## src/rtl/lnk_ovl_pkg.sv

```systemverilog
package lnk_ovl_pkg;
   localparam int FLD_W    = 4;
   localparam int CFG_W    = 32;
   localparam int MSEL_LSB = 0;
   localparam int PPOS_LSB = 8;
   localparam int SPOS_LSB = 16;

   typedef struct packed {
      logic [FLD_W-1:0] sec_pos;
      logic [FLD_W-1:0] priv_pos;
      logic [FLD_W-1:0] mask_sel;
   } ovl_cfg_t;

   function automatic logic [CFG_W-1:0] cfg_to_word(ovl_cfg_t c);
      logic [CFG_W-1:0] w;
      w = '0;
      w[MSEL_LSB +: FLD_W] = c.mask_sel;
      w[PPOS_LSB +: FLD_W] = c.priv_pos;
      w[SPOS_LSB +: FLD_W] = c.sec_pos;
      return w;
   endfunction

   function automatic ovl_cfg_t word_to_cfg(logic [CFG_W-1:0] w);
      ovl_cfg_t c;
      c.mask_sel = w[MSEL_LSB +: FLD_W];
      c.priv_pos = w[PPOS_LSB +: FLD_W];
      c.sec_pos  = w[SPOS_LSB +: FLD_W];
      return c;
   endfunction
endpackage

```

## src/rtl/lnk_ovl_cfg.sv

```systemverilog
module lnk_ovl_cfg
   import lnk_ovl_pkg::*;
(
   input  logic             clk,
   input  logic             rst_n,
   input  logic             we,
   input  logic [CFG_W-1:0] wdata,
   output ovl_cfg_t         cfg,
   output logic [CFG_W-1:0] rdata
);
   ovl_cfg_t cfg_q;

   always_ff @(posedge clk or negedge rst_n) begin
      if (!rst_n)  cfg_q <= '0;
      else if (we) cfg_q <= word_to_cfg(wdata);
   end

   assign cfg   = cfg_q;
   assign rdata = cfg_to_word(cfg_q);

   AST_CFG_LOAD: assert property (@(posedge clk) disable iff (!rst_n)
      we |=> (rdata[MSEL_LSB +: FLD_W] == $past(wdata[MSEL_LSB +: FLD_W])) &&
             (rdata[SPOS_LSB +: FLD_W] == $past(wdata[SPOS_LSB +: FLD_W])));
   AST_CFG_HOLD: assert property (@(posedge clk) disable iff (!rst_n)
      !we |=> $stable(rdata));
endmodule

```

## src/rtl/lnk_ovl_mask.sv

```systemverilog
module lnk_ovl_mask #(
   parameter int ADDR_W    = 32,
   parameter int MASK_BASE = 17,
   parameter int SEL_W     = 4
) (
   input  logic [SEL_W-1:0]  sel,
   output logic [ADDR_W-1:0] mask
);
   localparam int SEL_MAX = (1 << SEL_W) - 1;

   if (MASK_BASE + SEL_MAX > ADDR_W) begin : g_bad_range
      $error("mask select range exceeds address width");
   end

   for (genvar b = 0; b < ADDR_W; b++) begin : g_bit
      if (b < MASK_BASE) begin : g_keep
         assign mask[b] = 1'b1;
      end else begin : g_sel
         localparam int K = b - MASK_BASE;
         assign mask[b] = (int'(sel) > K);
      end
   end
endmodule

```

## src/rtl/lnk_ovl_field.sv

```systemverilog
module lnk_ovl_field #(
   parameter int ADDR_W   = 32,
   parameter int FIELD_W  = 4,
   parameter int POS_BASE = 16,
   parameter int POS_W    = 4
) (
   input  logic [POS_W-1:0]   pos,
   input  logic [FIELD_W-1:0] fld,
   output logic [ADDR_W-1:0]  val,
   output logic [ADDR_W-1:0]  hit
);
   if (POS_BASE + (1 << POS_W) - 1 >= ADDR_W + 1) begin : g_bad_pos
      $error("overlay position range exceeds address width");
   end

   always_comb begin
      val = '0;
      hit = '0;
      if (pos != '0) begin
         for (int k = 0; k < FIELD_W; k++) begin
            for (int b = 0; b < ADDR_W; b++) begin
               if (POS_BASE + int'(pos) + k == b) begin
                  hit[b] = 1'b1;
                  val[b] = fld[k];
               end
            end
         end
      end
   end
endmodule

```

## src/rtl/lnk_tx_addr_ovly.sv

```systemverilog
module lnk_tx_addr_ovly
   import lnk_ovl_pkg::*;
#(
   parameter int          ADDR_W    = 32,
   parameter int          PRIV_W    = 4,
   parameter int          MASK_BASE = 17,
   parameter int          POS_BASE  = 16,
   parameter int          WIN_TAG_W = 4,
   parameter logic [3:0]  WIN_TAG   = 4'h4,
   parameter bit          SEC_WINS  = 1'b1
) (
   input  logic              clk,
   input  logic              rst_n,
   input  logic              cfg_we,
   input  logic [31:0]       cfg_wdata,
   output logic [31:0]       cfg_rdata,
   input  logic [31:0]       loc_addr,
   input  logic [3:0]        loc_priv,
   input  logic              loc_secure,
   output logic [31:0]       link_addr,
   output logic              win_err
);
   if (ADDR_W != CFG_W || WIN_TAG_W > ADDR_W || PRIV_W != 4) begin : g_bad_cfg
      $error("unsupported parameter combination");
   end

   ovl_cfg_t            cfg_q;
   logic [ADDR_W-1:0]   mask, masked, p_val, p_hit, s_val, s_hit, merged;
   logic                in_win;

   lnk_ovl_cfg u_cfg (
      .clk(clk), .rst_n(rst_n), .we(cfg_we), .wdata(cfg_wdata),
      .cfg(cfg_q), .rdata(cfg_rdata)
   );

   lnk_ovl_mask #(.ADDR_W(ADDR_W), .MASK_BASE(MASK_BASE), .SEL_W(FLD_W)) u_mask (
      .sel(cfg_q.mask_sel), .mask(mask)
   );

   lnk_ovl_field #(.ADDR_W(ADDR_W), .FIELD_W(PRIV_W), .POS_BASE(POS_BASE), .POS_W(FLD_W)) u_priv (
      .pos(cfg_q.priv_pos), .fld(loc_priv), .val(p_val), .hit(p_hit)
   );

   lnk_ovl_field #(.ADDR_W(ADDR_W), .FIELD_W(1), .POS_BASE(POS_BASE), .POS_W(FLD_W)) u_sec (
      .pos(cfg_q.sec_pos), .fld(loc_secure), .val(s_val), .hit(s_hit)
   );

   assign masked = loc_addr & mask;
   assign in_win = (loc_addr[ADDR_W-1 -: WIN_TAG_W] == WIN_TAG[WIN_TAG_W-1:0]);

   if (SEC_WINS) begin : g_sec_first
      assign merged = (masked & ~(p_hit | s_hit)) | (p_val & ~s_hit) | s_val;
   end else begin : g_priv_first
      assign merged = (masked & ~(p_hit | s_hit)) | (s_val & ~p_hit) | p_val;
   end

   assign link_addr = in_win ? merged : '0;
   assign win_err   = !in_win;

   AST_OUT_WIN_ZERO: assert property (@(posedge clk) disable iff (!rst_n)
      (loc_addr[31:28] != 4'h4) |-> (win_err && link_addr == '0));
   AST_LOW_PASS: assert property (@(posedge clk) disable iff (!rst_n)
      !win_err |-> (link_addr[16:0] == loc_addr[16:0]));
   AST_HI_CLEARED: assert property (@(posedge clk) disable iff (!rst_n)
      (!win_err && cfg_rdata == '0) |-> (link_addr[31:17] == '0));
   AST_SEC_PLACED: assert property (@(posedge clk) disable iff (!rst_n)
      (!win_err && cfg_q.sec_pos != '0) |->
         (link_addr[POS_BASE + int'(cfg_q.sec_pos)] == loc_secure));
   AST_PRIV_PLACED: assert property (@(posedge clk) disable iff (!rst_n)
      (!win_err && cfg_q.priv_pos != '0 && cfg_q.sec_pos == '0) |->
         (link_addr[POS_BASE + int'(cfg_q.priv_pos)] == loc_priv[0]));
endmodule

```

## config.mk

```make
export PLATFORM = sky130hd
export DESIGN_NAME = lnk_tx_addr_ovly
export DESIGN_NICKNAME = d
export VERILOG_FILES = /design/src/rtl/lnk_ovl_pkg.sv /design/src/rtl/lnk_ovl_cfg.sv /design/src/rtl/lnk_ovl_mask.sv /design/src/rtl/lnk_ovl_field.sv /design/src/rtl/lnk_tx_addr_ovly.sv
export SDC_FILE = /design/constraint.sdc
export NUM_CORES = 1
export LEC_CHECK = 0
export BUFFER_PORTS_ARGS = -buffer_cell sky130_fd_sc_hd__buf_2
export CORE_UTILIZATION = 45
export CTS_CLUSTER_SIZE = 16
export DETAILED_ROUTE_END_ITERATION = 7
export PLACE_DENSITY_LB_ADDON = 0.2
export SYNTH_ARGS = -nofsm -noshare
export SYNTH_HDL_FRONTEND = slang
export SYNTH_SLANG_ARGS = --single-unit
```

## constraint.sdc

```tcl
create_clock -name clk -period 5.4 [get_ports clk]
set_clock_uncertainty 0.05 [all_clocks]
set_input_delay 1.08 -clock clk [delete_from_list [all_inputs] [get_ports clk]]
set_output_delay 1.08 -clock clk [all_outputs]
set_load 0.005 [all_outputs]
```

Word level (Yosys, flattened, before mapping). Cells that the tools add are included.

Bits in registers: 12. Input port bits: 72. Output and inout port bits: 65.

$add $sub $neg: 5. $lt $le $gt $ge: 15. Equality and inequality tests: 156. Muxes and demuxes: 325. Bitwise gates (word level): 8. Reductions and logical operators: 8.

Operators by type and width (number): equality test 32 x 6 -> 1 bit (second input constant) (80); equality test 32 x 5 -> 1 bit (second input constant) (40); equality test 32 x 4 -> 1 bit (second input constant) (20); equality test 32 x 3 -> 1 bit (second input constant) (10); 2-to-1 mux 1 bit (320); equality test 32 x 2 -> 1 bit (second input constant) (5); zero test 32 bit (5); 2-to-1 mux 32 bit (5); AND 32 bit (3); OR 32 bit (3); adder 32 x 3 -> 32 bit (second input constant) (2); inverter 32 bit (2); adder 32 x 2 -> 32 bit (second input constant) (1); > comparator 4 bit (second input constant) (7); > comparator 4 x 3 -> 1 bit (second input constant) (4); adder 5 x 4 -> 6 bit (first input constant) (2); > comparator 4 x 1 -> 1 bit (second input constant) (2); > comparator 4 x 2 -> 1 bit (second input constant) (2); nonzero test 4 bit (2); equality test 4 x 3 -> 1 bit (second input constant) (1); zero test 1 bit (1).

Depth between registers and ports, before layout. Gate-level depths: netlist (run 1).

Depth in word-level cells: 13. Depth in mapped cells: 9. Gate-level depth less buffers: 7.

By module. Synthesis (run 1) repeated with hierarchy kept, for this count alone.

Cells, all modules: 568. Area total of the unflattened synthesis: 4072.7 µm².

Modules (own cells, without submodules): lnk_ovl_field (u_priv) (instances 1, cells each 254, area each 1542.7 µm²); lnk_tx_addr_ovly (instances 1, cells each 133, area each 1053.5 µm²); lnk_ovl_cfg (instances 1, cells each 58, area each 728.2 µm²); lnk_ovl_field (u_sec) (instances 1, cells each 81, area each 476.7 µm²); lnk_ovl_mask (instances 1, cells each 42, area each 271.5 µm²).

Worst setup path before layout (run 1). Ideal clock, no wire load.

Kind: input-to-output. Start: input loc_addr[29]. End: output link_addr[24]. Arrival: 2.308 ns. Data required time: 4.270 ns. Slack: 1.962 ns. Cell stages on the path: 6. Buffers on the path: 1. Path through: nor3_1 -> and2_1 -> inv_1 -> clkbuf_1 -> a2111o_1 -> o32ai_1.

Word-level cells in the longest chain between the ends: 2.

RTL lines: start, declared (RTL line lnk_tx_addr_ovly.sv:17) `input logic [31:0] loc_addr,`; equality test 4 x 3 -> 1 bit (RTL line lnk_tx_addr_ovly.sv:49) `assign in_win = (loc_addr[ADDR_W-1 -: WIN_TAG_W] == WIN_TAG[WIN_TAG_W-1:0]);`; 2-to-1 mux 32 bit (RTL line lnk_tx_addr_ovly.sv:57) `assign link_addr = in_win ? merged : '0;`; end, declared (RTL line lnk_tx_addr_ovly.sv:20) `output logic [31:0] link_addr,`.

No other way between the ends.

Worst setup path in the final report (run 1).
Start: input loc_addr[28]. End: output link_addr[22].

Same word-level chain as after synthesis.

==> flow_summary.yaml, run 1 <==
placement:
  io_buffers: 96
  dpl_worst_slack_ps: 1140
  gp_congestion: 1.05
  dp_hpwl_um: 9240
  place_inst: 556
timing:
  rsz0062_at_grt: "no"
  timing_hold_violations_final: 0
  maxSlewViolCount: 0
  setup_slack_ps: 1100
  relSlewSlack_pct: 45.7
  setup_viol: 0
  post-route-period-util_pct: 79.6
  fmax_mhz: 233
  tightest_slew_ps: 808
  fin_tns_setup_ps: 0
  period_needed_ps: 4300
layout:
  final-instance-count-excl-fill: 560
  nets: 559
  layout_commonest_cell: "buf_2"
  antenna_cells: 0
  largest_register_ffs: 12
  postLayoutCoreUtil_pct: 53.7
  most-common-layout-cells: "buf_2 (96), nand2_1 (30), nor2_1 (28)"
  drive_above_1_share_pct: 30.4
  area_growth_pct: 15.4
floorplan:
  initial_utilization_pct: 46.6
  io_pins: 137
  rows: 29
  die_y_um: 82.9
  fp.dieW_um: 82.9
  die-area_sq_um: 6860
  coreArea_sq_um: 6310
setup_path:
  path_max_fanout: 21
  r2r_cells: 3
  arrival_ps: 3170
  worstSetupStartpointType: "input port"
  path_class: "in -> out"
  crit_path_end: "link_addr[22]"
  worstReg2RegStart: "u_cfg.cfg[7]$_DFFE_PN0P_"
  r2r_end: "u_cfg.cfg[7]$_DFFE_PN0P_"
  worstPathRequired_ps: 4270
  rrSetupSlack_ps: 4090
  critPathCaptureType: "primary output"
  cp-startpoint: "loc_addr[28]"
drt:
  drcViolationCount: 0
  dr.first_iter.drc_count: 398
  vias: 3814
  via_per_inst: 6.81
  totalWireLength_um: 12300
  ant_nets: 0
  avgRoutedWirePerCell_um: 21.9
  dr.pass1.iters: 5
logic_synthesis:
  synth_area_leader_cell: "dfrtp_1"
  avgSynthCellArea_sq_um: 7.16
  synth_flop_cell: "dfrtp_1"
  synth_edf_count: 0
  yosysSeqAreaShare_pct: 10.2
  yosys-top-cells-area: "dfrtp_1 (10%), buf_4 (6.6%), mux2_2 (4.2%)"
  synthesis.instances: 411
  synth-async-reset-ratio_pct: 100
  synth_area_sq_um: 2940
  ys_types: 74
  synth-seq-cells: 12
  synth_warnings: 0
  synth.top_cell.area_share_pct: 10.2
job:
  max_cap_viol_count: 0
cts:
  hold_buffers: 0
  cts_num_sinks: 12
  cts_buffers: 3
  cts.repair_timing.setup_buffer_count: 0
  cts_resized: 0
  clkTransAtPathRegs_ps: 50
  clk_latency_ps: 240
  cts-root-buf: "clkbuf_8"
  cts_tree: "built"
  cts_buffer_depth: 2
  htreeDepth: 1
worst_hold_path:
  min_path_type: "reg -> reg"
global_routing:
  gr-total-overflow: 0
  track_usage_pct: 34.4
  antenna_found_initial: 0
  grt_pass1_wl_um: 18800
  grt_max_degree: 34
  grt_pass1_vias: 3449
pwr:
  p_leak_nw: 1.37
  ir_drop_v: 0.000174
  p_total_mw: 0.594
  powerDensity_nw_per_um2: 175
outcome:
  status: "finished clean"
critical path, stage by stage:
cell	delay (ps)
buf_2	120
nor3_1	450
and2_1	200
buf_4	190
inv_1	340
a2111oi_0	460
o2bb2ai_1	180
buf_2	140
per-layer routing:
metal | vias to the layer above | track usage, % | wire length (um)
met1 | 1742 | 46.1 | 4960
met3 | 60 | 3.28 | 1260
li1 | 1707 | - | -
met4 | 0 | 22.6 | 813
met5 | - | 0 | 0
met2 | 305 | 52.5 | 5230
Yosys cell counts, drive strengths merged, types with 5 or more instances:
library cell  number
a32oi              5
mux2i             11
inv                5
o211ai             5
o21ai             20
mux2              11
nor2              29
nor2b             12
nor4              16
a31oi             11
and2               8
nand2             31
buf               37
nand2b            11
clkbuf            19
and3              10
a21oi             24
nor3              21
nand3             13
a221oi             8
nand4             11
o21a               5
dfrtp             12
o22ai              7
power breakdown:
part / internal [mW] / switching [mW]
Sequential: 0.0987 / 0.0206
Combinational: 0.128 / 0.250
Clock: 0.0644 / 0.0335
stage by stage:
stage          instance area, sq um  hold WS (ps)
2_1_floorplan                  3010           528
3_3_place_gp                   3340           575
3_5_place_dp                   3340           603
4_1_cts                        3390           617
5_1_grt                        3390           648
6_report                       3390           622
how the worst min path moves through the flow:
stage                        startpoint                        to  depth (start not counted)
5_1_grt        u_cfg.cfg[0]$_DFFE_PN0P_  u_cfg.cfg[0]$_DFFE_PN0P_                          1
4_1_cts        u_cfg.cfg[0]$_DFFE_PN0P_  u_cfg.cfg[0]$_DFFE_PN0P_                          1
3_3_place_gp   u_cfg.cfg[0]$_DFFE_PN0P_  u_cfg.cfg[0]$_DFFE_PN0P_                          1
2_1_floorplan  u_cfg.cfg[0]$_DFFE_PN0P_  u_cfg.cfg[0]$_DFFE_PN0P_                          1
6_report       u_cfg.cfg[0]$_DFFE_PN0P_  u_cfg.cfg[0]$_DFFE_PN0P_                          1
3_5_place_dp   u_cfg.cfg[0]$_DFFE_PN0P_  u_cfg.cfg[0]$_DFFE_PN0P_                          1
cell families after synthesis:
| logic type | count (synthesis) | synth area share, % |
|---|---|---|
| AND/OR/NAND/NOR | 179 | 34.4 |
| AO/OA/AOI/OAI | 130 | 33.1 |
| buffers and inverters | 61 | 11.5 |
| multiplexers | 22 | 7.95 |
| flip-flops | 12 | 10.2 |
| adder cells (fa/ha/maj) | 3 | 1.28 |
| XOR/XNOR | 3 | 1.53 |
| other | 1 | 0.127 |
layout make-up:
cell class	count	area [sq um]
inverter	5	18.8
timing repair buffer	105	548
fill	650	2920
clock buffer	4	55.1
sequential	12	300
multi-input combinational	357	2370
tap	77	96.3
No activity file was read; power rests on OpenSTA's default activity.
==> run 2, diff against run 1 <==
==> constraint.sdc (replaced) <==
create_clock -name clk -period 4.5 [get_ports clk]
set_clock_uncertainty 0.05 [all_clocks]
set_input_delay 0.9 -clock clk [delete_from_list [all_inputs] [get_ports clk]]
set_output_delay 0.9 -clock clk [all_outputs]
set_load 0.005 [all_outputs]
==> run 2 against run 1 <==
Compared with the run above:
- setup slack worse by 660 ps
- register-to-register slack worse by 870 ps
- sequential power increased by 24%
- design area is 0.41% lower
- critical path depth stayed put
- count of clock-buffer cells in the layout down 1
- die area is the same
- hold slack worse by 130 ps
- global-route usage hardly changed
==> flow_summary.yaml, run 2 (same netlist as run 1, synthesis figures left out) <==
setup_path:
  path_class: "reg -> out"
  worstReg2RegStart: "u_cfg.cfg[7]$_DFFE_PN0P_"
  rrSetupSlack_ps: 3220
  r2r_cells: 3
  r2r_end: "u_cfg.cfg[7]$_DFFE_PN0P_"
  worstPathRequired_ps: 3550
  path_max_fanout: 9
  worstSetupStartpointType: "register"
  arrival_ps: 3110
  critPathCaptureType: "primary output"
timing:
  post-route-period-util_pct: 90.2
  timing_hold_violations_final: 0
  setup_viol: 0
  fmax_mhz: 246
  rsz0062_at_grt: "no"
  tightest_slew_ps: 792
  setup_slack_ps: 442
  relSlewSlack_pct: 46.7
  period_needed_ps: 4060
  maxSlewViolCount: 0
  fin_tns_setup_ps: 0
layout:
  largest_register_ffs: 12
  area_growth_pct: 14.9
  nets: 559
  layout_commonest_cell: "buf_2"
  nFillCells: 661
  antenna_cells: 0
  final-instance-count-excl-fill: 559
  most-common-layout-cells: "buf_2 (96), nand2_1 (30), nor2_1 (28)"
  drive_above_1_share_pct: 30.3
drt:
  dr.pass1.iters: 5
  avgRoutedWirePerCell_um: 21.7
  totalWireLength_um: 12100
  dr.first_iter.drc_count: 335
  vias: 3862
  via_per_inst: 6.91
  ant_nets: 0
  drcViolationCount: 0
outcome:
  status: "finished clean"
placement:
  gp_congestion: 0.996
  dp_hpwl_um: 9320
  place_inst: 556
  io_buffers: 96
  dpl_worst_slack_ps: 748
cts:
  cts_num_sinks: 12
  cts_resized: 0
  clkTransAtPathRegs_ps: 50
  cts-root-buf: "clkbuf_8"
  hold_buffers: 0
  clk_latency_ps: 230
  cts_tree: "built"
  cts.repair_timing.setup_buffer_count: 0
  cts_buffer_depth: 2
  cts_buffers: 3
  htreeDepth: 1
floorplan:
  die-area_sq_um: 6860
  io_pins: 137
  fp.dieW_um: 82.9
  die_y_um: 82.9
  initial_utilization_pct: 46.6
  rows: 29
  coreArea_sq_um: 6310
job:
  max_cap_viol_count: 0
pwr:
  comb_power_share_pct: 64.8
  switchingPower_mw: 0.358
  seqPwrFrac_pct: 21.5
  power_frac_clock_pct: 13.7
  ir_drop_v: 0.000189
  p_leak_nw: 1.36
  powerDensity_nw_per_um2: 203
  swShare_pct: 52.0
  p_int_mw: 0.330
global_routing:
  grt_pass1_wl_um: 19000
  grt_max_degree: 34
  grt_pass1_vias: 3463
  gr-total-overflow: 0
  track_usage_pct: 34.4
  antenna_found_initial: 0
worst_hold_path:
  min_path_type: "in -> async"
run 2: routing by layer:
| metal | wire, um | global-route usage (%) | vias up | part of all wire [%] |
|---|---|---|---|---|
| li1 | - | - | 1702 | - |
| met1 | 4730 | 46.6 | 1800 | 39 |
| met2 | 5340 | 52.5 | 310 | 44 |
| met3 | 1420 | 5.27 | 50 | 12 |
| met4 | 645 | 18.2 | 0 | 5.3 |
| met5 | 0 | 0 | - | 0 |
run 2: metrics by stage:
stage	instance area [sq um]	total power, mW	util, %	hold slack (ps)
floorplan	3010	0.455	-	528
global placement	3340	0.579	52.9	580
detailed placement	3340	0.578	52.9	604
CTS	3380	0.676	53.5	491
global route	3380	0.728	53.5	506
finish	3380	0.687	53.5	492
run 2: worst max-delay path by stage:
stage | from | to | slack (ps) | cells past startpoint
after global placement | u_cfg.cfg[5]$_DFFE_PN0P_ | link_addr[24] | 800 | 8
after detailed placement | u_cfg.cfg[5]$_DFFE_PN0P_ | link_addr[24] | 750 | 8
after floorplan | u_cfg.cfg[5]$_DFFE_PN0P_ | link_addr[27] | 1300 | 8
after global routing | u_cfg.cfg[5]$_DFFE_PN0P_ | link_addr[10] | 400 | 8
after CTS | u_cfg.cfg[5]$_DFFE_PN0P_ | link_addr[24] | 510 | 8
final | u_cfg.cfg[5]$_DFFE_PN0P_ | link_addr[24] | 440 | 8
run 2: power groups by stage:
stage,logic [mW],clock network [mW],registers (mW)
3_3_place_gp,0.430,0,0.149
4_1_cts,0.431,0.0974,0.147
6_report,0.445,0.0942,0.148
3_5_place_dp,0.429,0,0.149
5_1_grt,0.475,0.102,0.152
2_1_floorplan,0.323,0,0.132
run 2: critical path, cell delays in order (launching register included):
cell      delay (ps)
dfrtp_1          480
ha_1             280
ha_1             280
nor3b_2          390
nand2_1          220
nor4_1           710
a311oi_1         170
o32ai_1          170
buf_2            160
run 2: layout make-up:
| class | instances | area [sq um] | share of cell area, % |
|---|---|---|---|
| Sequential cell | 12 | 300 | 8.89 |
| Timing Repair Buffer | 105 | 548 | 16.2 |
| Clock buffer | 3 | 41.3 | 1.22 |
| Inverter | 5 | 18.8 | 0.555 |
| Tap cell | 77 | 96.3 | 2.85 |
| Multi-Input combinational cell | 357 | 2370 | 70.3 |
==> run 3, diff against run 2 <==
--- a/config.mk
+++ b/config.mk
@@ -6,7 +6,7 @@
 export NUM_CORES = 1
 export LEC_CHECK = 0
 export BUFFER_PORTS_ARGS = -buffer_cell sky130_fd_sc_hd__buf_2
-export CORE_UTILIZATION = 45
+export CORE_UTILIZATION = 35
 export CTS_CLUSTER_SIZE = 16
 export DETAILED_ROUTE_END_ITERATION = 7
 export PLACE_DENSITY_LB_ADDON = 0.2
==> run 3 against run 2 <==
Compared with the run above:
- die area up 28%
- final cell count increased by 5.4%
- critical path depth up 2
- highest routed layer unchanged
- maximum frequency down 3.2%
- via count down 2.0%
- first-iteration DRC count increased by 26%
- flip-flop and latch count unchanged
- register-to-register slack got worse by 20 ps
- global-route usage shrank 5.8 points
==> flow_summary.yaml, run 3 (same netlist as run 1, synthesis figures left out) <==
timing:
  tightest_slew_ps: 886
  fmax_mhz: 238
  post-route-period-util_pct: 93.2
  setup_viol: 0
  relSlewSlack_pct: 40.4
  fin_tns_setup_ps: 0
  timing_hold_violations_final: 0
  period_needed_ps: 4190
  maxSlewViolCount: 0
  rsz0062_at_grt: "no"
  whs_ps: 484
drt:
  via_per_inst: 6.43
  dr.first_iter.drc_count: 422
  totalWireLength_um: 12700
  dr.pass1.iters: 5
  vias: 3785
  ant_nets: 0
  drcViolationCount: 0
  avgRoutedWirePerCell_um: 21.6
layout:
  register_area_sq_um: 300
  area_growth_pct: 16.6
  design_area_sq_um: 3430
  largest_register_ffs: 12
  most-common-layout-cells: "buf_2 (96), nand2_1 (30), nor2_1 (28)"
  layout_commonest_cell: "buf_2"
  nets: 561
  antenna_cells: 0
  drive_above_1_share_pct: 30.6
  nFillCells: 913
  multi_input_area_sq_um: 2370
worst_hold_path:
  min_path_type: "in -> async"
global_routing:
  track_usage_pct: 28.6
  grt_max_degree: 34
  antenna_found_initial: 0
  gr-total-overflow: 0
  grt_pass1_vias: 3362
  grt_pass1_wl_um: 19100
cts:
  cts_buffer_depth: 2
  cts-root-buf: "clkbuf_8"
  cts_num_sinks: 12
  hold_buffers: 0
  cts_tree: "built"
  cts.repair_timing.setup_buffer_count: 0
  clkTransAtPathRegs_ps: 50
  htreeDepth: 1
  cts_resized: 0
  clk_latency_ps: 240
  cts_buffers: 3
setup_path:
  r2r_cells: 3
  max_stage_delay_ps: 810
  path_max_fanout: 15
  cp-startpoint: "u_cfg.cfg[5]$_DFFE_PN0P_"
  worstPathRequired_ps: 3550
  path_buf_inv: 3
  path_delay_family: "simple AND/OR/NAND/NOR gates"
  path_class: "reg -> out"
  arrival_ps: 3240
  rrSetupSlack_ps: 3200
  crit_chain: "buf_4, ha_1, ha_1, buf_4, nor3b_2, nand2_1, nor4_1, a311oi_1, o32ai_1, buf_2"
  worstSetupStartpointType: "register"
  cp_slowest_cell: "nor4_1"
  worstReg2RegStart: "u_cfg.cfg[7]$_DFFE_PN0P_"
  r2r_end: "u_cfg.cfg[7]$_DFFE_PN0P_"
  critPathCaptureType: "primary output"
  crit_path_end: "link_addr[24]"
  path_depth: 10
pwr:
  ir_drop_v: 0.000214
  powerDensity_nw_per_um2: 203
  p_leak_nw: 1.37
  p_total_mw: 0.697
outcome:
  status: "finished clean"
floorplan:
  fp.dieW_um: 93.7
  coreArea_sq_um: 8180
  initial_utilization_pct: 36.0
  rows: 33
  die-area_sq_um: 8780
  io_pins: 137
  die_y_um: 93.7
placement:
  dp_hpwl_um: 9720
  io_buffers: 96
  place_area_sq_um: 3390
  gp_congestion: 1.00
job:
  max_cap_viol_count: 0
## run 3: cell types whose count changed in the layout (fill, tap and decap cells not counted), sizes merged
cell / before / now
buf: 105 / 107
## run 3: how the worst min path moves through the flow
stage                                to  cells past startpoint
5_1_grt        u_cfg.cfg[8]$_DFFE_PN0P_                      1
3_3_place_gp   u_cfg.cfg[0]$_DFFE_PN0P_                      1
3_5_place_dp   u_cfg.cfg[0]$_DFFE_PN0P_                      1
4_1_cts        u_cfg.cfg[9]$_DFFE_PN0P_                      1
2_1_floorplan  u_cfg.cfg[0]$_DFFE_PN0P_                      1
6_report       u_cfg.cfg[9]$_DFFE_PN0P_                      1
## run 3: stage by stage
stage               instances  worst slack, ps  util, %
finish                    589              307     41.9
global route              589              252     41.9
CTS                       589              383     41.9
detailed placement        586              659     41.4
global placement          586              728     41.4
floorplan                 430             1300        -
## run 3: area by class of cell
| type | count | share of cell area, % |
|---|---|---|
| well taps | 105 | 3.83 |
| clock buffers | 3 | 1.20 |
| multi-input cells | 357 | 69.2 |
| inverters | 5 | 0.547 |
| repair buffers | 107 | 16.4 |
| flip-flops and latches | 12 | 8.76 |
## run 3: metal layers
layer	vias up	track usage, %	routed length (um)
met5	-	0	0
met4	0	14.1	578
met3	45	2.91	1240
met2	291	44.5	5570
met1	1749	39.1	5360
li1	1700	-	-
## run 3: where the power goes
| part | internal [mW] | switching [mW] |
|---|---|---|
| logic | 0.155 | 0.301 |
| clock network | 0.0588 | 0.0374 |
| registers | 0.118 | 0.0267 |
| total | 0.332 | 0.365 |
